[src/rtl/secs_timer_pkg.sv]
package secs_timer_pkg;
   localparam int unsigned BUS_W       = 32;
   localparam int unsigned OFS_MODE    = 4'h0;
   localparam int unsigned OFS_ALARM   = 4'h4;
   localparam int unsigned OFS_COUNT   = 4'h8;
   localparam int unsigned OFS_STATUS  = 4'hC;
   localparam int unsigned FLAG_ALM    = 0;
   localparam int unsigned FLAG_INC    = 1;
   localparam int unsigned N_FLAGS     = 2;
   localparam int unsigned EN_SHIFT    = 16;
   localparam int unsigned RESTART_BIT = 18;

   typedef struct packed {
      logic alm;
      logic inc;
   } flag_evt_t;
endpackage

[src/rtl/secs_timer_sync.sv]
module secs_timer_sync #(
   parameter int unsigned STAGES = 2
) (
   input  logic clk,
   input  logic rst_n,
   input  logic async_in,
   output logic rise_o
);
   logic [STAGES-1:0] chain_q;
   logic              last_q;

   generate
      if (STAGES < 2) begin : g_bad
         $error("secs_timer_sync: STAGES must be at least 2");
      end
   endgenerate

   genvar gi;
   generate
      for (gi = 0; gi < STAGES; gi++) begin : g_stage
         if (gi == 0) begin : g_first
            always_ff @(posedge clk or negedge rst_n) begin
               if (!rst_n) chain_q[0] <= 1'b0;
               else        chain_q[0] <= async_in;
            end
         end else begin : g_next
            always_ff @(posedge clk or negedge rst_n) begin
               if (!rst_n) chain_q[gi] <= 1'b0;
               else        chain_q[gi] <= chain_q[gi-1];
            end
         end
      end
   endgenerate

   always_ff @(posedge clk or negedge rst_n) begin
      if (!rst_n) last_q <= 1'b0;
      else        last_q <= chain_q[STAGES-1];
   end

   assign rise_o = chain_q[STAGES-1] & ~last_q;
endmodule

[src/rtl/secs_timer_presc.sv]
module secs_timer_presc #(
   parameter int unsigned PRESC_W = 16
) (
   input  logic               clk,
   input  logic               rst_n,
   input  logic               slow_edge,
   input  logic               restart,
   input  logic [PRESC_W-1:0] divide,
   output logic               tick_o
);
   localparam logic [PRESC_W-1:0] ALL_ONES = '1;

   logic [PRESC_W-1:0] phase_q;
   logic [PRESC_W-1:0] last_phase;

   // zero divide means the full 2**PRESC_W range
   assign last_phase = (divide == '0) ? ALL_ONES : divide - 1'b1;
   assign tick_o     = slow_edge & ~restart & (phase_q >= last_phase);

   always_ff @(posedge clk or negedge rst_n) begin
      if (!rst_n) begin
         phase_q <= '0;
      end else if (slow_edge) begin
         if (restart || tick_o) phase_q <= '0;
         else                   phase_q <= phase_q + 1'b1;
      end
   end
endmodule

[src/rtl/secs_timer_count.sv]
module secs_timer_count
   import secs_timer_pkg::*;
#(
   parameter int unsigned CNT_W = 32
) (
   input  logic             clk,
   input  logic             rst_n,
   input  logic             slow_edge,
   input  logic             restart,
   input  logic             tick,
   input  logic [CNT_W-1:0] alarm,
   output logic [CNT_W-1:0] count_o,
   output flag_evt_t        evt_o
);
   logic [CNT_W-1:0] count_q;
   logic [CNT_W-1:0] count_nx;

   assign count_nx  = count_q + 1'b1;
   assign evt_o.inc = tick;
   assign evt_o.alm = tick & (count_nx == alarm);
   assign count_o   = count_q;

   always_ff @(posedge clk or negedge rst_n) begin
      if (!rst_n)                      count_q <= '0;
      else if (slow_edge && restart)   count_q <= '0;
      else if (tick)                   count_q <= count_nx;
   end
endmodule

[src/rtl/secs_timer_regs.sv]
module secs_timer_regs
   import secs_timer_pkg::*;
#(
   parameter int unsigned CNT_W   = 32,
   parameter int unsigned PRESC_W = 16,
   parameter bit          IRQ_REG = 1'b0
) (
   input  logic               clk,
   input  logic               rst_n,
   input  logic               bus_sel,
   input  logic               bus_write,
   input  logic [3:0]         bus_addr,
   input  logic [BUS_W-1:0]   bus_wdata,
   output logic [BUS_W-1:0]   bus_rdata,
   input  logic               slow_edge,
   input  flag_evt_t          evt,
   input  logic [CNT_W-1:0]   count,
   output logic [PRESC_W-1:0] divide_o,
   output logic [CNT_W-1:0]   alarm_o,
   output logic               restart_o,
   output logic               irq
);
   logic [PRESC_W-1:0] divide_q;
   logic [N_FLAGS-1:0] enable_q;
   logic               restart_q;
   logic [BUS_W-1:0]   alarm_q;
   logic [N_FLAGS-1:0] status_q;
   logic [N_FLAGS-1:0] status_set;
   logic               wr_mode, wr_alarm, rd_status;
   logic               irq_raw;

   assign wr_mode   = bus_sel &  bus_write & (bus_addr == 4'(OFS_MODE));
   assign wr_alarm  = bus_sel &  bus_write & (bus_addr == 4'(OFS_ALARM));
   assign rd_status = bus_sel & ~bus_write & (bus_addr == 4'(OFS_STATUS));

   always_comb begin
      status_set           = '0;
      status_set[FLAG_ALM] = evt.alm;
      status_set[FLAG_INC] = evt.inc;
   end

   always_ff @(posedge clk or negedge rst_n) begin
      if (!rst_n) begin
         divide_q <= '0;
         enable_q <= '0;
      end else if (wr_mode) begin
         divide_q <= bus_wdata[PRESC_W-1:0];
         enable_q <= bus_wdata[EN_SHIFT +: N_FLAGS];
      end
   end

   always_ff @(posedge clk or negedge rst_n) begin
      if (!rst_n)                         restart_q <= 1'b0;
      else if (wr_mode && bus_wdata[RESTART_BIT]) restart_q <= 1'b1;
      else if (slow_edge)                 restart_q <= 1'b0;
   end

   always_ff @(posedge clk or negedge rst_n) begin
      if (!rst_n)        alarm_q <= '1;
      else if (wr_alarm) alarm_q <= bus_wdata;
   end

   // new events win over the clear of a concurrent read
   always_ff @(posedge clk or negedge rst_n) begin
      if (!rst_n)         status_q <= '0;
      else if (rd_status) status_q <= status_set;
      else                status_q <= status_q | status_set;
   end

   always_comb begin
      bus_rdata = '0;
      if (bus_sel && !bus_write) begin
         case (bus_addr)
            4'(OFS_MODE): begin
               bus_rdata[PRESC_W-1:0]            = divide_q;
               bus_rdata[EN_SHIFT +: N_FLAGS]    = enable_q;
               bus_rdata[RESTART_BIT]            = restart_q;
            end
            4'(OFS_ALARM):  bus_rdata = alarm_q;
            4'(OFS_COUNT):  bus_rdata[CNT_W-1:0] = count;
            4'(OFS_STATUS): bus_rdata[N_FLAGS-1:0] = status_q;
            default:        bus_rdata = '0;
         endcase
      end
   end

   assign irq_raw = |(status_q & enable_q);

   generate
      if (IRQ_REG) begin : g_irq_ff
         logic irq_q;
         always_ff @(posedge clk or negedge rst_n) begin
            if (!rst_n) irq_q <= 1'b0;
            else        irq_q <= irq_raw;
         end
         assign irq = irq_q;
      end else begin : g_irq_comb
         assign irq = irq_raw;
      end
   endgenerate

   assign divide_o  = divide_q;
   assign alarm_o   = alarm_q[CNT_W-1:0];
   assign restart_o = restart_q;
endmodule

[src/rtl/secs_timer.sv]
module secs_timer
   import secs_timer_pkg::*;
#(
   parameter int unsigned CNT_W       = 32,
   parameter int unsigned PRESC_W     = 16,
   parameter int unsigned SYNC_STAGES = 2,
   parameter bit          IRQ_REG     = 1'b0
) (
   input  logic        clk,
   input  logic        rst_n,
   input  logic        slow_clk,
   input  logic        bus_sel,
   input  logic        bus_write,
   input  logic [3:0]  bus_addr,
   input  logic [31:0] bus_wdata,
   output logic [31:0] bus_rdata,
   output logic        irq
);
   generate
      if (CNT_W < 2 || CNT_W > BUS_W) begin : g_bad_cnt
         $error("secs_timer: CNT_W out of range");
      end
      if (PRESC_W < 1 || PRESC_W > EN_SHIFT) begin : g_bad_presc
         $error("secs_timer: PRESC_W must fit below the enable bits");
      end
   endgenerate

   logic               slow_edge;
   logic               tick;
   logic               restart;
   logic [PRESC_W-1:0] divide;
   logic [CNT_W-1:0]   alarm;
   logic [CNT_W-1:0]   count;
   flag_evt_t          evt;

   secs_timer_sync #(.STAGES(SYNC_STAGES)) u_sync (
      .clk      (clk),
      .rst_n    (rst_n),
      .async_in (slow_clk),
      .rise_o   (slow_edge)
   );

   secs_timer_presc #(.PRESC_W(PRESC_W)) u_presc (
      .clk       (clk),
      .rst_n     (rst_n),
      .slow_edge (slow_edge),
      .restart   (restart),
      .divide    (divide),
      .tick_o    (tick)
   );

   secs_timer_count #(.CNT_W(CNT_W)) u_count (
      .clk       (clk),
      .rst_n     (rst_n),
      .slow_edge (slow_edge),
      .restart   (restart),
      .tick      (tick),
      .alarm     (alarm),
      .count_o   (count),
      .evt_o     (evt)
   );

   secs_timer_regs #(
      .CNT_W   (CNT_W),
      .PRESC_W (PRESC_W),
      .IRQ_REG (IRQ_REG)
   ) u_regs (
      .clk       (clk),
      .rst_n     (rst_n),
      .bus_sel   (bus_sel),
      .bus_write (bus_write),
      .bus_addr  (bus_addr),
      .bus_wdata (bus_wdata),
      .bus_rdata (bus_rdata),
      .slow_edge (slow_edge),
      .evt       (evt),
      .count     (count),
      .divide_o  (divide),
      .alarm_o   (alarm),
      .restart_o (restart),
      .irq       (irq)
   );
endmodule

[config.mk]
export PLATFORM = sky130hd
export DESIGN_NAME = secs_timer
export DESIGN_NICKNAME = d
export VERILOG_FILES = /design/src/rtl/secs_timer_pkg.sv /design/src/rtl/secs_timer_sync.sv /design/src/rtl/secs_timer_presc.sv /design/src/rtl/secs_timer_count.sv /design/src/rtl/secs_timer_regs.sv /design/src/rtl/secs_timer.sv
export SDC_FILE = /design/constraint.sdc
export NUM_CORES = 1
export LEC_CHECK = 0
export ABC_CLOCK_PERIOD_IN_PS = 4000
export BUFFER_PORTS_ARGS = -buffer_cell sky130_fd_sc_hd__buf_2
export CAP_MARGIN = 10
export CELL_PAD_IN_SITES_DETAIL_PLACEMENT = 1
export CELL_PAD_IN_SITES_GLOBAL_PLACEMENT = 1
export CORE_MARGIN = 1.5
export CORE_UTILIZATION = 42
export DETAILED_ROUTE_END_ITERATION = 6
export PLACE_DENSITY_LB_ADDON = 0.1
export SLEW_MARGIN = 15
export SYNTH_ARGS = -nofsm -noshare
export SYNTH_HDL_FRONTEND = slang
export SYNTH_SLANG_ARGS = --single-unit
export TNS_END_PERCENT = 20
[constraint.sdc]
create_clock -name clk -period 4 [get_ports clk]
set_clock_uncertainty 0.05 [all_clocks]
set_input_delay 1 -clock clk [delete_from_list [all_inputs] [get_ports clk]]
set_output_delay 1 -clock clk [all_outputs]
set_load 0.02 [all_outputs]
# ---- After elaboration in Yosys (flattened, before gate mapping)
# Cells that the tools add are included.
dict set report op_classes {
  n_reduce_logical 10
  n_mux 11
  n_lt_le_gt_ge 1
  bitwise 14
  addsub 3
  eq_ne 4
}
# op count
set op_table {}
lappend op_table {{32-bit two-way mux} 3}
lappend op_table {{17-bit case mux with 3 select lines} 1}
lappend op_table {{32-bit by 1-bit adder with 32-bit output, second input constant} 1}
lappend op_table {{32-bit == test} 1}
lappend op_table {{16-bit two-way mux} 2}
lappend op_table {{13-bit case mux with 2 select lines} 1}
lappend op_table {{16-bit by 1-bit adder with 16-bit output, second input constant} 1}
lappend op_table {{16-bit greater-or-equal comparator} 1}
lappend op_table {{16-bit zero test} 1}
lappend op_table {{16-bit by 1-bit subtractor with 16-bit output, second input constant} 1}
lappend op_table {{1-bit bitwise AND} 9}
lappend op_table {{4-bit == test, second input constant} 2}
lappend op_table {{2-bit case mux with 4 select lines} 1}
lappend op_table {{4-bit by 3-bit == test with 1-bit output, second input constant} 1}
lappend op_table {{4-bit zero test} 1}
lappend op_table {{2-bit nonzero test} 2}
lappend op_table {{1-bit logical AND} 3}
lappend op_table {{1-bit inverter} 3}
lappend op_table {{2-bit bitwise AND} 1}
lappend op_table {{1-bit two-way mux} 2}
lappend op_table {{2-bit two-way mux} 1}
lappend op_table {{2-bit OR} 1}
lappend op_table {{2-bit OR reduction} 1}
lappend op_table {{1-bit zero test} 1}
lappend op_table {{1-bit logical OR} 1}
dict set report word_totals {
  elab_cells 53
  ff_bits 104
  input_bits 41
  out_inout_bits 33
}

# ---- Longest topological paths before layout
dict set report logic_depth {
  word_depth 7
  ltp_mapped 17
}

# ---- Cells and area by module
# A second synthesis with hierarchy kept.
dict set report hier_totals {
  cells_unflattened 725
  hier_area_um2 7180.6
}
# module instances seq_area_each_um2 area_per_inst_um2 cells_per_inst
set modules_own_cells {}
lappend modules_own_cells {secs_timer_regs 1 1366.3 2849.0 233}
lappend modules_own_cells {secs_timer_count 1 800.8 2778.9 320}
lappend modules_own_cells {secs_timer_presc 1 400.4 1463.9 168}
lappend modules_own_cells {secs_timer_sync 1 75.1 88.8 4}

# ---- Worst setup path after synthesis
# Ideal clock, no wire load.
dict set report synth_timing {
  path_kind {register to register}
  startpoint {reg u_regs.divide_q[10], in the netlist u_regs.divide_o[10]}
  endpoint {reg u_count.count_q[24], in the netlist u_count.count_o[24]}
  slack_ns 0.115
  n_path_buf 1
  t_arrival_ns 3.710
  setup_ns 0.125
  synth_period_minus_slack_ns 3.885
  path_stages_with_launch 15
  path_cell_list {dfrtp_1 or3_1 nor4_1 nor2b_1 nor3b_1 nor2_1 ha_1 a211oi_1 nor2_1 a211o_1 a211oi_4 or2_2 buf_2 o21ai_0 mux2_2}
}
dict set report synth_via {
  elab_chain_cells 5
  elab_cells_between_ends 6
  cone_classes {add/sub: 1; order compare: 1; mux: 1; bitwise: 1; reduce/logical: 2}
}
# element line
set synth_lines {}
lappend synth_lines {{start: declaration} secs_timer_regs.sv:23} ;# logic [PRESC_W-1:0] divide_q;
lappend synth_lines {{start signal: assignment} secs_timer_regs.sv:47} ;# divide_q <= bus_wdata[PRESC_W-1:0];
lappend synth_lines {{16-bit by 1-bit subtractor with 16-bit output or 16-bit zero test (tied branches)} secs_timer_presc.sv:17} ;# assign last_phase = (divide == '0) ? ALL_ONES : divide - 1'b1;
lappend synth_lines {{16-bit two-way mux *} secs_timer_presc.sv:17}
lappend synth_lines {{16-bit greater-or-equal comparator *} secs_timer_presc.sv:18} ;# assign tick_o = slow_edge & ~restart & (phase_q >= last_phase);
lappend synth_lines {{1-bit bitwise AND *} secs_timer_presc.sv:18}
lappend synth_lines {{2-bit nonzero test (no line) *} -}
lappend synth_lines {{end signal: assignment} secs_timer_count.sv:26} ;# else if (tick) count_q <= count_nx;
lappend synth_lines {{end: declaration} secs_timer_count.sv:15} ;# logic [CNT_W-1:0] count_q;
# Mark *: on every way between the ends. The rest lies on a longest branch, timed or not.
# A chain may end at the register's enable or synchronous reset.

# ---- Worst setup path in the final report
dict set report layout_timing {
  startpoint {reg u_regs.divide_q[10], in the netlist u_regs.divide_o[10]}
  endpoint {reg u_count.count_q[23], in the netlist u_count.count_o[23]}
}
# Same word-level chain as after synthesis.

==> impl_metrics.tcl <==
set metrics [dict create \
    core_sq_um 16500 \
    p_int_w 0.00203 \
    diodes 0 \
    cp_max_fo 14 \
    cts_buffer_depth 2 \
    track_usage 0.269 \
    end_kind "register" \
    start_util 0.427 \
    post-place-ws_ps -17.6 \
    vias 6259 \
    crit_chain "or3_4, nor4_2, nor2b_2, nor3b_1, buf_4, nand2b_1, ha_1, nand2b_1, a211oi_1, o21ai_1, a211oi_4, buf_4, nor3_1, o21ai_0, o21ai_0" \
    power_per_cell_area_nw_per_um2 379 \
    ant_nets 0 \
    fin_area_sq_um 8050 \
    sequentialPowerShare 0.465 \
    syn_inst 769 \
    firstDrtPassIters 5 \
    die_y_um 132 \
    fill_cells 1952 \
    p_leak_nw 3.47 \
    boundaryPins 74 \
    fin_nets 899 \
    syn_to_final_growth_pct 14.5 \
    synth-edff-count 0 \
    ys_seq_area_frac 0.376 \
    drive_above_1_share 0.265 \
    netlist_area_sq_um 7030 \
    route.detailed.vias_per_inst 5.88 \
    dp_hpwl_mm 16.9 \
    critPathSlowestCell "a211oi_4" \
    netlist_top_cells_area "dfrtp_1, dfstp_2, mux2_2, xnor2_1, nor2_1" \
    avgSynthCellArea_sq_um 9.14 \
    hold_path.class "reg2reg" \
    syn_nets 829 \
    required_ps 4190 \
    ys_async_sr_fraction 1.00 \
    hold_buffers 0 \
    numPortBuffers 73 \
    finalSetupViolCount 0 \
    clk_pin_slew_ps 80 \
    slew-limit-headroom 0.398 \
    postPlaceCellArea_sq_um 7710 \
    die_w_um 132 \
    wirelength_mm 22.6 \
    fmax_ghz 0.264 \
    critPathKind "reg2reg" \
    yosys_warnings 0 \
    synth_top_flop_cell "dfrtp_1" \
    synth.top_cell.area_share 0.256 \
    start_kind "register" \
    gp_congestion 0.896 \
    cts_tree "yes" \
    grt_max_degree 66 \
    crit_arrival_ps 3980 \
    status "finished clean" \
    yosysTopAreaCell "dfrtp_1" \
    wl_per_cell_um 21.3 \
    path_buf_inv 2 \
    root_buffer "clkbuf_16" \
    p_switching_w 0.00102 \
    die_area_sq_um 17500 \
    hold_violations 0 \
    final-max-slew-violation-count 0 \
    period_share 0.947 \
    layout_common_cells "nor2_1, buf_2, dfrtp_1" \
    worstMarginPinSlew_ps 903 \
    numCtsBuffers 9 \
    rows 47 \
    clockPowerShare 0.284 \
    vdd_drop_max_mv 0.229 \
    fin_crit_ps 3790 \
    drc 0 \
    yosysUniqueCellTypes 69 \
    clock_insertion_delay_worst_skew_ps 370 \
    p_sw_frac 0.334 \
    grt_pass1_wl_mm 36.7 \
    fin_ws_ps 212 \
    final.setup.tns_ps 0 \
    antenna_found_initial 0 \
    critical-path-top-delay-family "simple AND/OR/NAND/NOR gates" \
    grt_pass1_vias 6585 \
    drt_iter0_drc 407 \
    slowest_delay_ps 440 \
    grt_overflow 0 \
    final_common_cell "nor2_1" \
    cts.sinks 104 \
    drv_cap 0 \
    p_comb_frac 0.251 \
    htreeDepth 3 \
    synth-seq-cells 104 \
]
stage by stage:
stage,hold slack (ps),util,total power (W),cells
6_report,312,0.489,0.00305,1064
5_1_grt,318,0.489,0.00323,1064
3_3_place_gp,286,0.468,0.00213,1045
4_1_cts,315,0.486,0.00306,1062
2_1_floorplan,281,-,0.00189,769
3_5_place_dp,297,0.468,0.00218,1045
repair_timing:
item / in CTS / in global routing
resized for setup: 0 / 10
hold endpoints to repair: 0 / 0
setup endpoints to repair: 3 / 48
pin swaps: 1 / 1
buffers inserted: 1 / 2
cells by family after synthesis:
family | synth area share
compound gates | 0.123
xor+xnor | 0.0909
fa+ha+maj | 0.0338
buf+inv | 0.0345
flops | 0.376
mux | 0.116
simple gates | 0.226
synthesized netlist by cell type, drive strengths merged (19+ instances only):
| library cell | n |
|---|---|
| nand2 | 61 |
| dfstp | 32 |
| ha | 19 |
| clkbuf | 28 |
| nor3 | 32 |
| o21ai | 46 |
| dfrtp | 72 |
| xnor2 | 44 |
| a21oi | 36 |
| nand3 | 25 |
| nor2 | 90 |
| mux2 | 48 |
| xor2 | 29 |
| mux2i | 23 |
sequential cells by signal, indices dropped and copies added, names as in the netlist:
register / count
u_sync.last_q: 1
u_regs.alarm_o: 32
u_regs.enable_q: 2
u_regs.status_q: 2
u_count.count_o: 32
u_regs.restart_o: 1
u_presc.phase_q: 16
u_sync.chain_q: 2
u_regs.divide_o: 16
worst paths after layout:
kind,from,to,slack [ps],cells past startpoint
hold reg to reg,u_sync.chain_q[0],u_sync.chain_q[1],310,0
min in group asynchronous,rst_n,u_presc.phase_q[11],690,1
setup / recovery,u_regs.divide_o[10],u_count.count_o[23],210,15
hold / removal,u_sync.chain_q[0],u_sync.chain_q[1],310,0
setup reg to reg,u_regs.divide_o[10],u_count.count_o[23],210,15
max in group asynchronous,rst_n,u_regs.alarm_o[6],2270,2
final cells by class:
type	count	area (sq um)	share of cell area
clock buffer	9	225	0.0280
inverter	14	52.6	0.00653
clock inverter	7	55.1	0.00684
timing repair buffer	104	617	0.0766
tap	220	275	0.0342
multi-input combinational	606	4180	0.520
sequential	104	2640	0.328
layer usage:
metal | GRT usage | vias to the layer above | wire length, um
met3 | 0.0454 | 28 | 1170
met5 | 0 | - | 0
met1 | 0.375 | 3189 | 10400
li1 | - | 2881 | -
met4 | 0.0763 | 0 | 416
met2 | 0.433 | 161 | 10700
power groups by stage:
stage	combinational, W	clock [W]	sequential [W]
after global routing	0.000851	0.000935	0.00145
after global placement	0.000712	0	0.00142
after floorplan	0.000519	0	0.00137
after CTS	0.000759	0.000891	0.00141
after detailed placement	0.000751	0	0.00143
final	0.000765	0.000868	0.00142
(Power assumes the default switching activity.)
